## src/rtl/vra_pkg.sv

```systemverilog
package vra_pkg;

    localparam int ADDR_W   = 12;
    localparam int HBITS    = 7;
    localparam int VBITS    = 5;
    localparam logic [7:0] OBJ_BASE_HI = 8'hFF;

    typedef enum logic [1:0] {
        FETCH_PLAY   = 2'd0,
        FETCH_BORDER = 2'd1,
        FETCH_OBJ    = 2'd2
    } fetch_mode_e;

    typedef struct packed {
        logic       h128;
        logic       h64;
        logic       h32;
        logic       h16;
        logic       h8;
        logic       h4;
        logic       h2;
    } htick_t;

    typedef struct packed {
        logic       v128;
        logic       v64;
        logic       v32;
        logic       v16;
        logic       v8;
    } vrow_t;

    function automatic logic [ADDR_W-1:0] play_addr(htick_t h, vrow_t v);
        return {1'b0, h.h4, v.v128, v.v64, v.v32, v.v16, v.v8,
                h.h128, h.h64, h.h32, h.h16, h.h8};
    endfunction

    function automatic logic [ADDR_W-1:0] border_addr(htick_t h, vrow_t v);
        return {1'b0, h.h4, {4{h.h64}}, h.h8,
                v.v128, v.v64, v.v32, v.v16, v.v8};
    endfunction

    function automatic logic [ADDR_W-1:0] obj_addr(htick_t h);
        return {OBJ_BASE_HI, h.h64, h.h32, h.h16, h.h4};
    endfunction

endpackage

```

## src/rtl/vra_mode_sel.sv

```systemverilog
module vra_mode_sel
    import vra_pkg::*;
(
    input  htick_t      h,
    input  logic        h256_n,
    output fetch_mode_e mode
);
    logic col_uniform;

    always_comb begin
        col_uniform = (h.h16 == h.h32) && (h.h32 == h.h64);
        if (h256_n)
            mode = FETCH_PLAY;
        else if (col_uniform)
            mode = FETCH_BORDER;
        else
            mode = FETCH_OBJ;
    end
endmodule

```

## src/rtl/vra_addr_form.sv

```systemverilog
module vra_addr_form
    import vra_pkg::*;
(
    input  fetch_mode_e       mode,
    input  htick_t            h,
    input  vrow_t             v,
    input  logic [ADDR_W-1:0] cpu_addr,
    output logic [ADDR_W-1:0] ram_addr
);
    logic [ADDR_W-1:0] vid_addr;

    always_comb begin
        unique case (mode)
            FETCH_PLAY:   vid_addr = play_addr(h, v);
            FETCH_BORDER: vid_addr = border_addr(h, v);
            default:      vid_addr = obj_addr(h);
        endcase
    end

    // Per-bit owner steering; 2H picks the master for every address line.
    for (genvar b = 0; b < ADDR_W; b++) begin : g_steer
        assign ram_addr[b] = h.h2 ? vid_addr[b] : cpu_addr[b];
    end
endmodule

```

## src/rtl/vra_obj_decode.sv

```systemverilog
module vra_obj_decode
    import vra_pkg::*;
#(
    parameter int DATA_W = 8,
    localparam int IMG_W = DATA_W - 2
) (
    input  logic              clk,
    input  logic              rst,
    input  logic              load,
    input  logic [DATA_W-1:0] byte_in,
    output logic [IMG_W-1:0]  image,
    output logic              xflip,
    output logic              yflip
);
    always_ff @(posedge clk) begin
        if (rst) begin
            image <= '0;
            xflip <= 1'b0;
            yflip <= 1'b0;
        end else if (load) begin
            image <= byte_in[DATA_W-1:2];
            xflip <= byte_in[1];
            yflip <= byte_in[0];
        end
    end
endmodule

```

## src/rtl/vram_addr_mux.sv

```systemverilog
module vram_addr_mux
    import vra_pkg::*;
#(
    parameter int DATA_W = 8,
    localparam int IMG_W = DATA_W - 2
) (
    input  logic              clk,
    input  logic              rst,
    input  logic [ADDR_W-1:0] cpu_addr,
    input  logic [HBITS-1:0]  h_tick,
    input  logic              h256_n,
    input  logic [VBITS-1:0]  v_row,
    input  logic [DATA_W-1:0] rd_data,
    output logic [ADDR_W-1:0] ram_addr,
    output logic              video_owns,
    output logic [IMG_W-1:0]  obj_image,
    output logic              obj_xflip,
    output logic              obj_yflip
);
    htick_t      h;
    vrow_t       v;
    fetch_mode_e mode;
    logic        obj_load;

    assign h = htick_t'(h_tick);
    assign v = vrow_t'(v_row);

    vra_mode_sel u_mode (
        .h      (h),
        .h256_n (h256_n),
        .mode   (mode)
    );

    vra_addr_form u_form (
        .mode     (mode),
        .h        (h),
        .v        (v),
        .cpu_addr (cpu_addr),
        .ram_addr (ram_addr)
    );

    // First attribute byte of an object sits on the even slot (4H low).
    assign obj_load = h.h2 && (mode == FETCH_OBJ) && !h.h4;

    vra_obj_decode #(.DATA_W(DATA_W)) u_obj (
        .clk     (clk),
        .rst     (rst),
        .load    (obj_load),
        .byte_in (rd_data),
        .image   (obj_image),
        .xflip   (obj_xflip),
        .yflip   (obj_yflip)
    );

    always_ff @(posedge clk) begin
        if (rst) video_owns <= 1'b0;
        else     video_owns <= h.h2;
    end
endmodule

```

## config.mk

```make
export PLATFORM = sky130hd
export DESIGN_NAME = vram_addr_mux
export DESIGN_NICKNAME = d
export VERILOG_FILES = /design/src/rtl/vra_pkg.sv /design/src/rtl/vra_mode_sel.sv /design/src/rtl/vra_addr_form.sv /design/src/rtl/vra_obj_decode.sv /design/src/rtl/vram_addr_mux.sv
export SDC_FILE = /design/constraint.sdc
export NUM_CORES = 1
export LEC_CHECK = 0
export ABC_AREA = 1
export BUFFER_PORTS_ARGS = -buffer_cell sky130_fd_sc_hd__buf_2
export CORE_MARGIN = 2
export CORE_UTILIZATION = 38
export CTS_CLUSTER_DIAMETER = 40
export DETAILED_ROUTE_END_ITERATION = 12
export GPL_ROUTABILITY_DRIVEN = 1
export PLACE_DENSITY_LB_ADDON = 0.15
export SLEW_MARGIN = 20
export SYNTH_ARGS = -nofsm -noshare
export SYNTH_HDL_FRONTEND = slang
export SYNTH_SLANG_ARGS = --single-unit
```

## constraint.sdc

```tcl
create_clock -name clk -period 1 [get_ports clk]
set_input_delay 0.1 -clock clk [delete_from_list [all_inputs] [get_ports clk]]
set_output_delay 0.1 -clock clk [all_outputs]
set_load 0.01 [all_outputs]
```

==> metrics.md, run 1 <==
| Metric | Value |
|---|---|
| Die W | `46.8 µm` |
| Worst hold path type | `input port to flop` |
| CP endpoint kind | `output port` |
| Status | `finished with violations` |
| RSZ-0062 raised after global routing | `true` |
| Clk_lat worst skew | `0.25 ns` |
| Rel. slew slack | `83.9%` |
| Die area | `0.00219 mm²` |
| Minimum clock period | `1.08 ns` |
| Sink Count | `9` |
| Crit-path cells | `buf_8 > buf_4 > buf_4 > nand2_1 > o21ai_1 > nand2_1 > inv_1 > a21oi_2 > buf_2` |
| Max Clock Skew | `0 ns` |
| Final std cells w/o fill | `214` |
| Largest net degree at the start of global routing | `17` |
| GPL Wtd Cong | `0.751` |
| H-tree Lvls | `1` |
| Initial antenna violation count | `0` |
| Maximum clock rate | `929 MHz` |
| WHS Endpoint | `video_owns` |
| Top-Level Pins | `56` |
| Lkg Pwr | `0.000714 µW` |
| Setup slack after layout | `-0.0764 ns` |
| Arrival time worst endpoint | `0.98 ns` |
| DR iter-0 viols | `14` |
| CP max FO | `3` |
| Setup CP Type | `input port to output port` |
| Tcrit/Tclk final | `108%` |
| Clk slew on worst S/H paths | `0.06 ns` |
| DRC | `0` |
| Critical Path RT | `0.90 ns` |
| Endpoints failing hold | `0` |
| Seq/Total Area, Yosys | `25.9%` |
| Vias in the first global route | `831` |
| Core area | `0.00173 mm²` |
| CTS Buf Count | `3` |
| GRT Resource Usage Total | `21.6%` |
| IO buf count | `55` |
| Placed cells | `208` |
| Top_reg_cell synth | `dfxtp_1` |
| Gate Count Post-Synth | `122` |
| Fillers | `157` |
| CP Launch Type | `input port` |
| Yosys top cell area share | `25.9%` |
| Number of synthesized register bits | `9` |
| Pwr Density | `900 mW/mm²` |
| Worst Path Buf+Inv | `5` |
| CP max stage cell | `buf_2` |
| Layout Nets | `225` |
| Grt ovf | `0` |
| Max Cap Viol | `0` |
| Area delta synth->final | `76.0%` |
| Failing checks | `setup timing` |
| Drt total wl | `2240 µm` |
| Wire per inst | `10.5 µm` |
| Most frequent cells in the layout | `buf_2 (51), nand2_1 (34), nor2_1 (20), inv_1 (14), buf_4 (10)` |
| Setup violators final | `8` |
| Number of vias per cell | `4.52` |
| Initial Util | `40.2%` |
| Post-DRT Antenna Nets | `0` |
| Root Buffer | `clkbuf_4` |
| Antenna Cells | `0` |
| R2R Path Start | `u_obj.image[1]` |
| Clk buf depth | `2` |
| Ys async rst share | `0%` |
| Cts hold-fix bufs | `0` |
| Hold depth | `2` |
| Netlist Area Pre-Place | `694 µm²` |
| R2R depth | `4` |
| Share of layout cells above drive strength 1 | `51.9%` |
| Syn Area/Cell | `5.69 µm²` |
| Final TNS setup | `-0.308 ns` |
| Via count | `968` |
| Worst path max stage delay | `0.14 ns` |
| # rows | `15` |
| Synth area leader | `dfxtp_1` |
| Number of enable flip-flop cells after synthesis | `0` |
| Yosys cell types | `20` |
| VDD IR max | `845 µV` |
| Ys Warns | `0` |
| CTS tree | `done` |
| Top Family by Delay on Critical Path | `buffers and inverters` |
| Drt first pass iters | `4` |
| Setup WS pre-CTS | `-0.143 ns` |
| First-pass GRT wire length | `3370 µm` |
| Top cells by area, synth | `dfxtp_1 (26%), nand2_1 (21%), nor2_1 (11%)` |
| Min-delay src | `rst` |
| Die height | `46.8 µm` |
| Commonest non-fill, non-tap cell in the layout | `buf_2` |
| Syn nets | `157` |
| R2R Setup Slk | `0.38 ns` |
| Final slew viol count | `0` |
| Reg2Reg Capture Point | `u_obj.image[1]` |
| Pin slew with the least headroom to its limit | `0.242 ns` |
| DPL Wire Length | `1540 µm` |
-- layer usage --
layer	part of all wire, %	up-vias	wire [µm]	track usage, %
met2	52	37	1170	40.3
met4	0.18	0	4	3.33
met3	6.7	2	149	7.31
met5	0	-	0	0
met1	41	419	914	24.3
li1	-	510	-	-
-- flip-flops by register name, indices dropped and copies added (netlist names) --
name / count
u_obj.yflip: 1
u_obj.image: 6
video_owns: 1
u_obj.xflip: 1
-- power by group --
part	total, µW	internal, µW	leakage (µW)	switching, µW
Combinational	445	215	0.000625	230
Clock	274	153	0.0000150	120
Sequential	382	375	0.0000735	6.45
-- worst register-to-register path: stages, from the launching register on --
cell     delay (ns)
dfxtp_1        0.33
inv_1          0.04
nand2_1        0.05
nand2_1        0.05
nor2_1         0.09
-- stage by stage --
step	utilization, %	area (µm²)	power [µW]	hold slack [ns]
after CTS	68.0	1170	1080	0.0131
after global placement	61.6	1060	757	0.273
after global routing	70.8	1220	1190	0.00682
after detailed placement	61.6	1060	763	0.288
final	70.8	1220	1100	0.0194
after floorplan	-	694	574	0.172
-- cells in the mapped netlist, types with 3 or more instances --
master / count
o21ai_0: 7
nor2_1: 20
dfxtp_1: 9
nand3_1: 8
a21oi_1: 3
nand2_1: 38
or2_2: 4
inv_1: 15
-- cells by family (layout without fill, tap and decap cells) --
group | after synthesis | count (layout) | synth area share, %
and+or+nand+nor | 80 | 80 | 51.7
DFF | 9 | 9 | 25.9
buffers and inverters | 21 | 88 | 12.8
AOI/OAI and AO/OA | 12 | 12 | 9.55
-- cell type report --
class	instances	area, µm²	area share (%)
multi-input combinational	92	508	41.6
timing repair buffer	67	410	33.6
sequential	9	180	14.7
inverter	17	66.3	5.42
tap	25	31.3	2.56
clock buffer	4	26.3	2.15
-- timing repair --
| action | CTS | global route |
|---|---|---|
| endpoints found under the setup margin | 10 | 12 |
| hold endpoints to repair | 0 | 0 |
| buffers inserted | 2 | 0 |
| pin swaps | 7 | 9 |
| resized for setup | 19 | 13 |
-- worst max path at each step --
stage	startpoint	to	slack, ns	depth (start not counted)
2_1_floorplan	h256_n	ram_addr[6]	0.12	5
3_3_place_gp	h_tick[3]	ram_addr[8]	-0.08	8
3_5_place_dp	h_tick[3]	ram_addr[7]	-0.14	8
4_1_cts	h_tick[5]	ram_addr[7]	-0.05	8
5_1_grt	h_tick[5]	ram_addr[1]	-0.15	9
6_report	h_tick[5]	ram_addr[1]	-0.08	9
Note: power is estimated with default switching activity, not from simulation.
==> run 2, diff against run 1 <==
Settings changed: GPL_TIMING_DRIVEN set to 0.
==> run 2 against run 1 <==
Against the previous run: the run still ends with setup timing left; first-iteration DRC count rose by 29%; setup slack improved by 0.047 ns; non-clock buffer count fell by 4; cell area fell by 5.8%; utilization fell by 4.1 points; flip-flop and latch count did not move; count of clock-buffer cells in the layout did not move; register-to-register slack barely moved; largest power group unchanged.
==> metrics.md, run 2 (synthesis results as in run 1) <==
| Metric | Value |
|---|---|
| Worst hold path type | `input port to flop (unchanged)` |
| Lkg Pwr | `0.000682 µW (was 0.000714 µW)` |
| Power, Total | `1060 µW (was 1100 µW)` |
| Post-Route Utilization | `66.7% (was 70.8%)` |
| Max Clock Skew | `0 ns (unchanged)` |
| Clk buf depth | `2 (unchanged)` |
| H-tree Lvls | `1 (unchanged)` |
| Rel. slew slack | `83.4% (was 83.9%)` |
| Post-DRT Antenna Nets | `0 (unchanged)` |
| Die area | `0.00219 mm² (unchanged)` |
| IO buf count | `54 (was 55)` |
| CP Launch Type | `input port (unchanged)` |
| CTS Buf Count | `3 (unchanged)` |
| Clk_lat worst skew | `0.25 ns (about the same)` |
| DR iter-0 viols | `18 (was 14)` |
| Routing usage on met2 | `29.2% (was 40.3%)` |
| Layout Nets | `221 (was 225)` |
| CP endpoint kind | `output port (unchanged)` |
| Number of vias per cell | `4.58 (was 4.52)` |
| Wire per inst | `9.52 µm (was 10.5 µm)` |
| Antenna Cells | `0 (unchanged)` |
| Pin slew with the least headroom to its limit | `0.248 ns (was 0.242 ns)` |
| Global route hottest layer | `met2 (unchanged)` |
| Vias in the first global route | `745 (was 831)` |
| Setup violators final | `7 (was 8)` |
| DPL Wire Length | `1460 µm (was 1540 µm)` |
| Max reg flops | `6 (unchanged)` |
| Top reg by flops | `u_obj.image (unchanged)` |
| Grt ovf | `0 (unchanged)` |
| Drt first pass iters | `4 (unchanged)` |
| Share of layout cells above drive strength 1 | `48.1% (was 51.9%)` |
| VDD IR max | `745 µV (was 845 µV)` |
| Largest net degree at the start of global routing | `12 (was 17)` |
| Met1 GRT Util | `24.5% (was 24.3%)` |
| Drt total wl | `2000 µm (was 2240 µm)` |
| Initial antenna violation count | `0 (unchanged)` |
| Endpoints failing hold | `0 (unchanged)` |
| RSZ-0062 raised after global routing | `true (unchanged)` |
| Clk slew on worst S/H paths | `0.06 ns (about the same)` |
| Root Buffer | `clkbuf_4 (unchanged)` |
| CP max FO | `5 (was 3)` |
| # rows | `15 (unchanged)` |
| Setup CP Type | `input port to output port (unchanged)` |
| Core area | `0.00173 mm² (unchanged)` |
| Most frequent cells in the layout | `buf_2 (52), nand2_1 (36), nor2_1 (20), inv_1 (14), dfxtp_1 (9) (was buf_2 (51), nand2_1 (34), nor2_1 (20), inv_1 (14), buf_4 (10))` |
| Arrival time worst endpoint | `0.93 ns (was 0.98 ns)` |
| Die height | `46.8 µm (unchanged)` |
| Setup slack after layout | `-0.0298 ns (was -0.0764 ns)` |
| Area delta synth->final | `65.8% (was 76.0%)` |
| Max Cap Viol | `0 (unchanged)` |
| Initial Util | `40.2% (unchanged)` |
| DRC | `0 (unchanged)` |
| Minimum clock period | `1.03 ns (was 1.08 ns)` |
| Failing checks | `setup timing (unchanged)` |
| GPL Wtd Cong | `0.733 (was 0.751)` |
| CTS tree | `done (unchanged)` |
| Met3 Resource Use GR | `6.15% (was 7.31%)` |
| Tcrit/Tclk final | `103% (was 108%)` |
| Status | `finished with violations (unchanged)` |
| Sink Count | `9 (unchanged)` |
| Die W | `46.8 µm (unchanged)` |
| Hold Slack | `0.0594 ns (was 0.0194 ns)` |
| GRT Resource Usage Total | `18.5% (was 21.6%)` |
| Final slew viol count | `0 (unchanged)` |
| Critical Path RT | `0.90 ns (about the same)` |
| Maximum clock rate | `971 MHz (was 929 MHz)` |
| Commonest non-fill, non-tap cell in the layout | `buf_2 (unchanged)` |
| First-pass GRT wire length | `2950 µm (was 3370 µm)` |
| Via count | `962 (was 968)` |
| Top-Level Pins | `56 (unchanged)` |
| Pwr Density | `921 mW/mm² (was 900 mW/mm²)` |
[run 2: cell count changes in the layout (fill, tap and decap cells not counted), sizes merged]
cell,delta
buf,-4
clkbuf,-1
dlygate4sd3,+1
[run 2: area by class of cell]
cell class	count	area [µm²]
flip-flops and latches	9	180
clock buffers	4	26.3
well taps	25	31.3
repair buffers	61	345
plain buffers	2	18.8
inverters	17	63.8
multi-input cells	92	485
fillers	180	576
[run 2: what timing repair did]
| item | 4_1_cts | 5_1_grt |
|---|---|---|
| setup endpoints to repair | 11 | 15 |
| resized for setup | 18 | 7 |
| hold endpoints to repair | 1 | 0 |
| hold buffers | 1 | 0 |
| pin swaps | 6 | 3 |
| setup buffers | 5 | 1 |
[run 2: critical path, stage by stage]
cell and delay, ns:
buf_8 0.10, o21ai_4 0.17, nand2_4 0.09, nor2_4 0.13, nand2_1 0.08, a21oi_2 0.11
buf_2 0.14
[run 2: per-stage QoR]
stage               instance area (µm²)  setup slack (ns)  setup TNS (ns)  cells
floorplan                           694             0.122               0    122
finish                             1150           -0.0298          -0.148    210
CTS                                1130           -0.0457          -0.238    210
global route                       1150           -0.0898          -0.590    210
detailed placement                  996            -0.180           -1.90    201
global placement                    996            -0.168           -1.47    201
[run 2: per-layer routing]
layer / up-vias / share of wire, %
li1: 503 / -
met1: 408 / 44
met2: 49 / 46
met3: 2 / 8.9
met4: 0 / 0.40
met5: - / 0
[run 2: power breakdown]
group	switching [µW]	leakage, µW	total [µW]	internal [µW]
Sequential	6.13	0.0000735	381	375
Clock	122	0.0000150	276	153
Combinational	213	0.000593	403	191
Total	341	0.000682	1060	719
[run 2: final timing paths]
kind | end | from | slack [ns] | cells after the start
setup / recovery | ram_addr[2] | h_tick[3] | -0.03 | 7
hold / removal | u_obj.image[3] | rd_data[5] | 0.06 | 3
setup reg to reg | u_obj.image[5] | u_obj.image[5] | 0.39 | 4
hold reg to reg | u_obj.image[0] | u_obj.image[0] | 0.51 | 4
==> run 3, diff against run 2 <==
--- a/config.mk
+++ b/config.mk
@@ -9,4 +9,6 @@
 export BUFFER_PORTS_ARGS = -buffer_cell sky130_fd_sc_hd__buf_2
+export CELL_PAD_IN_SITES_DETAIL_PLACEMENT = 0
+export CELL_PAD_IN_SITES_GLOBAL_PLACEMENT = 1
 export CORE_MARGIN = 2
-export CORE_UTILIZATION = 38
+export CORE_UTILIZATION = 23
 export CTS_CLUSTER_DIAMETER = 40
--- a/constraint.sdc
+++ b/constraint.sdc
@@ -3,2 +3,2 @@
 set_output_delay 0.1 -clock clk [all_outputs]
-set_load 0.01 [all_outputs]
+set_load 0.1 [all_outputs]
==> run 3 against run 2 <==
Against the previous run: the run ends with DRC, setup timing left; cell area is 46% higher; setup slack worse by 0.14 ns; routed wire length increased by 20%; global-route usage decreased by 4.3 points.
==> metrics.md, run 3 (synthesis results as in run 1) <==
| Metric | Value |
|---|---|
| Die W | `58.9 µm (was 46.8 µm)` |
| Layout Nets | `225 (was 221)` |
| Final slew viol count | `0 (unchanged)` |
| # rows | `19 (was 15)` |
| Final TNS setup | `-2.23 ns (was -0.148 ns)` |
| Lkg Pwr | `0.000826 µW (was 0.000682 µW)` |
| Arrival time worst endpoint | `1.07 ns (was 0.93 ns)` |
| CTS tree | `done (unchanged)` |
| Endpoints failing hold | `0 (unchanged)` |
| Top-Level Pins | `56 (unchanged)` |
| CTS Buf Count | `3 (unchanged)` |
| Initial Util | `24.8% (was 40.2%)` |
| Max Clock Skew | `0 ns (unchanged)` |
| Sink Count | `9 (unchanged)` |
| Setup CP Type | `input port to output port (unchanged)` |
| Post-Route Utilization | `59.7% (was 66.7%)` |
| Grt ovf | `0 (unchanged)` |
| Rel. slew slack | `77.2% (was 83.4%)` |
| Number of vias per cell | `4.57 (was 4.58)` |
| Pin slew with the least headroom to its limit | `0.338 ns (was 0.248 ns)` |
| Critical Path RT | `0.90 ns (about the same)` |
| Wire per inst | `10.9 µm (was 9.52 µm)` |
| Setup violators final | `20 (was 7)` |
| Drt first pass iters | `8 (was 4)` |
| Setup slack after layout | `-0.170 ns (was -0.0298 ns)` |
| Max reg flops | `6 (unchanged)` |
| Antenna Cells | `0 (unchanged)` |
| Largest net degree at the start of global routing | `11 (was 12)` |
| Drt total wl | `2390 µm (was 2000 µm)` |
| Minimum clock period | `1.17 ns (was 1.03 ns)` |
| Crit-path cells | `buf_12 > o21ai_4 > nand2_4 > nor2_4 > nand2_4 > nand3_2 > nand2_4 > buf_12 (was buf_8 > o21ai_4 > nand2_4 > nor2_4 > nand2_1 > a21oi_2 > buf_2)` |
| H-tree Lvls | `1 (unchanged)` |
| DR iter-0 viols | `32 (was 18)` |
| Via count | `1006 (was 962)` |
| Commonest non-fill, non-tap cell in the layout | `buf_2 (unchanged)` |
| Clk slew on worst S/H paths | `0.06 ns (about the same)` |
| DRC | `3 (was 0)` |
| Status | `finished with violations (unchanged)` |
| Initial antenna violation count | `0 (unchanged)` |
| Failing checks | `DRC, setup timing (was setup timing)` |
| Die area | `0.00347 mm² (was 0.00219 mm²)` |
| RSZ-0062 raised after global routing | `true (unchanged)` |
| Clk buf depth | `2 (unchanged)` |
| Maximum clock rate | `855 MHz (was 971 MHz)` |
| Die height | `58.9 µm (was 46.8 µm)` |
| Clk_lat worst skew | `0.26 ns (was 0.25 ns)` |
| Max Cap Viol | `0 (unchanged)` |
| DPL Wire Length | `1740 µm (was 1460 µm)` |
| Core area | `0.00281 mm² (was 0.00173 mm²)` |
| GRT Resource Usage Total | `14.2% (was 18.5%)` |
| First-pass GRT wire length | `3880 µm (was 2950 µm)` |
| Worst hold path type | `input port to flop (unchanged)` |
| VDD IR max | `591 µV (was 745 µV)` |
| Hold Slack | `0.0446 ns (was 0.0594 ns)` |
| Most frequent cells in the layout | `buf_2 (29), nand2_1 (27), nor2_1 (18), inv_1 (13), buf_12 (12) (was buf_2 (52), nand2_1 (36), nor2_1 (20), inv_1 (14), dfxtp_1 (9))` |
| CP max stage cell | `o21ai_4 (unchanged)` |
| Vias in the first global route | `956 (was 745)` |
| CP max FO | `5 (unchanged)` |
| Tcrit/Tclk final | `117% (was 103%)` |
| Post-DRT Antenna Nets | `0 (unchanged)` |
| Pwr Density | `1080 mW/mm² (was 921 mW/mm²)` |
| Worst path max stage delay | `0.17 ns (about the same)` |
| GPL Wtd Cong | `0.714 (was 0.733)` |
| Most frequent CP cell | `nand2_4` |
| Area delta synth->final | `141% (was 65.8%)` |
| IO buf count | `54 (unchanged)` |
| CP endpoint kind | `output port (unchanged)` |
| Root Buffer | `clkbuf_4 (unchanged)` |
| Top reg by flops | `u_obj.image (unchanged)` |
| Share of layout cells above drive strength 1 | `64.6% (was 48.1%)` |
| CP Launch Type | `input port (unchanged)` |
## run 3: cell count changes in the layout (fill, tap and decap cells not counted), moves of 3 or more
cell,previous run,this run
dfxtp_2,0,9
nand2_1,36,27
o21ai_4,1,4
buf_6,1,10
nand3_1,3,0
nand2_8,0,3
nand2_4,2,7
buf_2,52,29
dfxtp_1,9,0
buf_4,7,11
nand3_4,1,4
buf_12,0,12
## run 3: through the flow
step	total power [µW]	cell area (µm²)	setup WS [ns]	std cells
floorplan	1100	920	-0.252	122
global placement	1260	1230	-0.486	207
detailed placement	1260	1230	-0.497	207
CTS	1790	1610	-0.187	218
global route	1890	1680	-0.210	220
finish	1810	1680	-0.170	220
## run 3: area by class of cell
cell class	count	area (µm²)
buffer	4	51.3
clock buffer	4	26.3
fill	264	1130
inverter	17	75.1
multi-input combinational	92	684
sequential	9	191
tap	31	38.8
timing repair buffer	63	608
## run 3: final timing paths
check,from,endpoint,slack (ns),depth (start not counted)
worst min-delay path,rd_data[3],u_obj.image[1],0.04,3
worst min register to register,u_obj.yflip,u_obj.yflip,0.51,4
worst max-delay path,h_tick[5],ram_addr[7],-0.17,8
worst max register to register,u_obj.image[2],u_obj.image[2],0.37,4
## run 3: routing by layer
metal,GRT usage [%],wire [µm],vias to the layer above
met2,25.4,1260,38
li1,-,-,511
met4,2.92,0,0
met5,0,0,-
met1,16.9,981,457
met3,3.96,149,0
## run 3: where the power goes
group          switching, µW  leakage (µW)  internal, µW  total, µW
clock network            130     0.0000150           154        284
logic                    727      0.000734           411       1140
registers               9.03     0.0000774           378        387
total                    865      0.000826           943       1810
## run 3: critical path, delay by kind of cell
kind / cells / cell delay (ns)
AND/OR/NAND/NOR: 5 / 0.53
buffers and inverters: 2 / 0.27
AO/OA/AOI/OAI: 1 / 0.17
## run 3: what timing repair did
item	4_1_cts	5_1_grt
gates cloned	0	1
hold buffers	1	0
resized for setup	79	10
pin swaps	14	6
endpoints found under the hold margin	1	0
endpoints found under the setup margin	21	21
setup buffers	6	1
